**config.mk**
```make
export PLATFORM = sky130hd
export DESIGN_NAME = sw_alloc_fp
export DESIGN_NICKNAME = d
export VERILOG_FILES = /design/src/rtl/sa_pkg.sv /design/src/rtl/sa_prio_pick.sv /design/src/rtl/sa_out_ctrl.sv /design/src/rtl/sw_alloc_fp.sv
export SDC_FILE = /design/constraint.sdc
export NUM_CORES = 1
export LEC_CHECK = 0
export ABC_AREA = 1
export BUFFER_PORTS_ARGS = -buffer_cell sky130_fd_sc_hd__buf_2
export CELL_PAD_IN_SITES_DETAIL_PLACEMENT = 0
export CELL_PAD_IN_SITES_GLOBAL_PLACEMENT = 2
export CORE_MARGIN = 5
export CORE_UTILIZATION = 25
export DETAILED_ROUTE_END_ITERATION = 8
export PLACE_DENSITY_LB_ADDON = 0.1
export SYNTH_ARGS = -nofsm -noshare
export SYNTH_HDL_FRONTEND = slang
export SYNTH_SLANG_ARGS = --single-unit
```
**constraint.sdc**
```tcl
create_clock -name clk -period 1.1 [get_ports clk]
set_input_delay 0 -clock clk [delete_from_list [all_inputs] [get_ports clk]]
set_output_delay 0 -clock clk [all_outputs]
set_load 0.05 [all_outputs]
```
**src/rtl/sa_pkg.sv**
```systemverilog
package sa_pkg;
    localparam int NUM_PORTS = 5;

    // Index order is also the priority order (lower index wins).
    typedef enum logic [2:0] {
        PORT_LOCAL = 3'd0,
        PORT_WEST  = 3'd1,
        PORT_NORTH = 3'd2,
        PORT_EAST  = 3'd3,
        PORT_SOUTH = 3'd4
    } port_e;
endpackage

```
**src/rtl/sa_prio_pick.sv**
```systemverilog
module sa_prio_pick #(
    parameter int N = 5
) (
    input  logic [N-1:0] req,
    output logic [N-1:0] pick
);
    logic found;

    always_comb begin
        pick  = '0;
        found = 1'b0;
        for (int i = 0; i < N; i++) begin
            if (req[i] && !found) begin
                pick[i] = 1'b1;
                found   = 1'b1;
            end
        end
    end
endmodule

```
**src/rtl/sa_out_ctrl.sv**
```systemverilog
module sa_out_ctrl #(
    parameter int N = 5
) (
    input  logic [N-1:0] col_req,
    input  logic [N-1:0] own_q,
    input  logic         ack,
    output logic [N-1:0] sel,
    output logic [N-1:0] own_d
);
    logic [N-1:0] keep;
    logic [N-1:0] fresh;

    sa_prio_pick #(.N(N)) u_pick (
        .req  (col_req),
        .pick (fresh)
    );

    always_comb begin
        keep  = own_q & col_req;
        sel   = (keep != '0) ? keep : fresh;
        own_d = ack ? '0 : sel;
    end
endmodule

```
**src/rtl/sw_alloc_fp.sv**
```systemverilog
module sw_alloc_fp #(
    parameter int NPORT = sa_pkg::NUM_PORTS
) (
    input  logic                        clk,
    input  logic                        rst_n,
    input  logic [NPORT-1:0][NPORT-1:0] req_i,
    input  logic [NPORT-1:0]            out_ack_i,
    output logic [NPORT-1:0]            gnt_o,
    output logic [NPORT-1:0][NPORT-1:0] sel_o
);
    typedef struct packed {
        logic [NPORT-1:0][NPORT-1:0] own;
    } state_t;

    state_t state_d, state_q;

    logic [NPORT-1:0] col_w  [NPORT];
    logic [NPORT-1:0] sel_w  [NPORT];
    logic [NPORT-1:0] nown_w [NPORT];

    for (genvar o = 0; o < NPORT; o++) begin : g_out
        for (genvar i = 0; i < NPORT; i++) begin : g_col
            assign col_w[o][i] = req_i[i][o];
        end

        sa_out_ctrl #(.N(NPORT)) u_ctrl (
            .col_req (col_w[o]),
            .own_q   (state_q.own[o]),
            .ack     (out_ack_i[o]),
            .sel     (sel_w[o]),
            .own_d   (nown_w[o])
        );

        assign sel_o[o] = sel_w[o];
    end

    always_comb begin
        state_d = state_q;
        gnt_o   = '0;
        for (int o = 0; o < NPORT; o++) begin
            state_d.own[o] = nown_w[o];
            gnt_o          = gnt_o | sel_w[o];
        end
    end

    always_ff @(posedge clk or negedge rst_n) begin
        if (!rst_n) state_q <= '0;
        else        state_q <= state_d;
    end
endmodule

```
==> results.json <==
{
  "status": "finished with violations",
  "violations": "setup timing",
  "p_int_mw": 1.813,
  "die_y_um": 88.27,
  "holdPathStages": 3,
  "ir_worst_vdd_uv": 528.2,
  "largest_register_ffs": 25,
  "switching_share_pct": 38.76,
  "area_growth_pct": 119.8,
  "routedWlPerCell_um": 13.45,
  "critical_path_class": "reg2out",
  "chipWidth_um": 88.27,
  "first_pass_iters": 4,
  "synth-simple-area-share_pct": 42.89,
  "netlist_area_mm2": 0.001531,
  "p_per_area_mw_per_mm2": 879.7,
  "synth.distinct_cells": 21,
  "pwr-share-comb_pct": 47.9,
  "synth_cells": 216,
  "vias": 1828,
  "cp_data_required_time_ns": 1.10,
  "p_seq_share_pct": 32.9,
  "synth-xor-area-share_pct": 0,
  "synth_fa_ha_area_share_pct": 0,
  "cts.clk_slew.worst_paths_ns": 0.10,
  "clockBufferDepth": 2,
  "synthMuxAreaShare_pct": 0,
  "grt_max_degree": 26,
  "rows": 28,
  "fin_skew_ns": 0.005972,
  "p_leak_nw": 1.745,
  "drv_cap": 0,
  "initialDrtViolationCount": 41,
  "route.detailed.drc": 0,
  "met1_usage_pct": 19.38,
  "grt_setup_unrepaired": "yes",
  "io_buffers": 61,
  "hold_class": "in2reg",
  "antenna_found_initial": 0,
  "switchingPower_mw": 1.147,
  "fin_crit_sh_pct": 136.3,
  "fin_util_pct": 56.51,
  "top_regs": "state_q: 25 flops",
  "synth_nets": 248,
  "grt_pass1_wl_mm": 9.418,
  "cts_tree": "yes",
  "synth_top_family_by_area": "simple AND/OR/NAND/NOR gates",
  "worstPathMaxFanout": 5,
  "grt_util_all_layers_pct": 15.43,
  "core_area_mm2": 0.005956,
  "end_kind": "output pin",
  "final.setup.worst_slack_ns": -0.3990,
  "final_cell_mix": "nand2_2 (42), buf_2 (31), buf_6 (29), buf_4 (29), buf_8 (27)",
  "fmax_mhz": 667.1,
  "ios": 62,
  "gp_congestion": 0.7886,
  "tns_ns": -9.675,
  "num_antenna_cells": 0,
  "r2r_cells": 8,
  "hpwl_mm": 4.149,
  "h-tree-depth": 1,
  "numCtsBuffers": 3,
  "cp-start-kind": "flop",
  "cts_sinks": 25,
  "worst_pin_slew_ns": 0.3579,
  "vias_per_cell": 4.384,
  "yosysSeqAreaShare_pct": 40.85,
  "final_layout_size_suffix_gt1_share_pct": 71.35,
  "fin_crit_ns": 1.499,
  "finalNetCount": 375,
  "ys.warnings.count": 0,
  "grt_pass1_vias": 1983,
  "clk_latency_ns": 0.27,
  "slew_viol_final": 0,
  "initial_core_util_pct": 25.71,
  "slew_headroom_pct": 76.14,
  "clkPwrFrac_pct": 19.2,
  "clk_root_buffer_cell": "clkbuf_8",
  "grtUsageMet3_pct": 2.980,
  "die-area_mm2": 0.007791,
  "worstPathArrival_ns": 1.50,
  "avgSynthCellArea_um2": 7.090,
  "final_common_cell": "nand2_2",
  "overflow": 0,
  "hold_slack_ns": 0.04193,
  "wirelength_mm": 5.608,
  "place_worst_setup_slack_ns": -0.2271,
  "use_met2_pct": 27.46,
  "hold_viol_final": 0,
  "top_usage_layer": "met2",
  "setup_viol": 46,
  "synth_seq_cells": 25,
  "fillers": 567,
  "synth_compound_area_share_pct": 9.150,
  "final_antenna_net_count": 0,
  "largest_register": "state_q"
}
## cells by family after synthesis
family | after synthesis
AO/OA/AOI/OAI | 23
buffers and inverters | 29
flip-flops | 25
AND/OR/NAND/NOR | 139
## path summary, 6_finish.rpt
check | endpoint | slack, ns | start
worst max-delay path | gnt_o[2] | -0.40 | state_q[19]$_DFF_PN0_
worst min-delay path | state_q[15]$_DFF_PN0_ | 0.04 | req_i[3]
worst max register to register | state_q[13]$_DFF_PN0_ | -0.21 | state_q[10]$_DFF_PN0_
worst min register to register | state_q[10]$_DFF_PN0_ | 0.61 | state_q[10]$_DFF_PN0_
max in group asynchronous | state_q[22]$_DFF_PN0_ | 0.58 | rst_n
min in group asynchronous | state_q[1]$_DFF_PN0_ | 0.25 | rst_n
## power by group through the flow
stage	sequential, mW	clock [mW]	combinational, mW
after CTS	0.974	0.592	1.34
after global routing	0.979	0.625	1.51
after detailed placement	0.991	0	1.04
after floorplan	0.989	0	0.697
final	0.974	0.570	1.42
after global placement	0.991	0	1.04
## Yosys cell counts
cell / n / area [um2]
a21oi_1: 16 / 80.08
and2b_1: 1 / 7.510
nand2_2: 12 / 75.07
nor3_1: 4 / 20.02
o21bai_2: 2 / 22.52
inv_1: 25 / 93.84
a21boi_1: 2 / 15.01
clkinv_1: 1 / 3.750
nor2b_1: 3 / 18.77
nand2_1: 63 / 236.5
nor3_2: 1 / 10.01
inv_2: 3 / 11.26
nand3_1: 8 / 40.04
o21ai_2: 2 / 17.52
nor2_4: 4 / 45.04
o21ai_1: 1 / 5.000
nor2_1: 32 / 120.1
nand4_1: 5 / 31.28
dfrtp_1: 25 / 625.6
nand3_2: 4 / 40.04
and3_1: 2 / 12.51
## per-stage QoR
step	cell area [um2]	cells	total power, mW
floorplan	1858	216	1.686
global placement	2505	385	2.034
detailed placement	2505	385	2.032
CTS	3157	409	2.911
global route	3366	417	3.114
finish	3366	417	2.961
## final cells by class
type                    instances  area [um2]  area share [%]
well taps                      75       93.84           2.788
multi-input cells             162        1325           39.37
clock buffers                   4       45.04           1.338
inverters                      29       111.4           3.309
flip-flops and latches         25       625.6           18.59
repair buffers                122        1165           34.61
## critical path, stage by stage (launching register included)
cell	delay (ns)
dfrtp_1	0.39
nand2_2	0.08
nand2_2	0.07
nor2_4	0.20
nand2_2	0.11
nand2_4	0.10
nor2_4	0.05
nand3_4	0.07
buf_8	0.14
## what timing repair did
item                                    in CTS  in global routing
hold buffers                                 6                  0
endpoints found under the hold margin       47                  0
pin swaps                                   45                 13
endpoints found under the setup margin      44                 54
resized for setup                          133                 42
setup buffers                               17                 11
## per-layer routing
metal	vias to the layer above	wire length (um)
met5	-	0
met4	0	52
met3	6	318
met2	43	2991
met1	852	2246
li1	927	-
(Power assumes the default switching activity.)
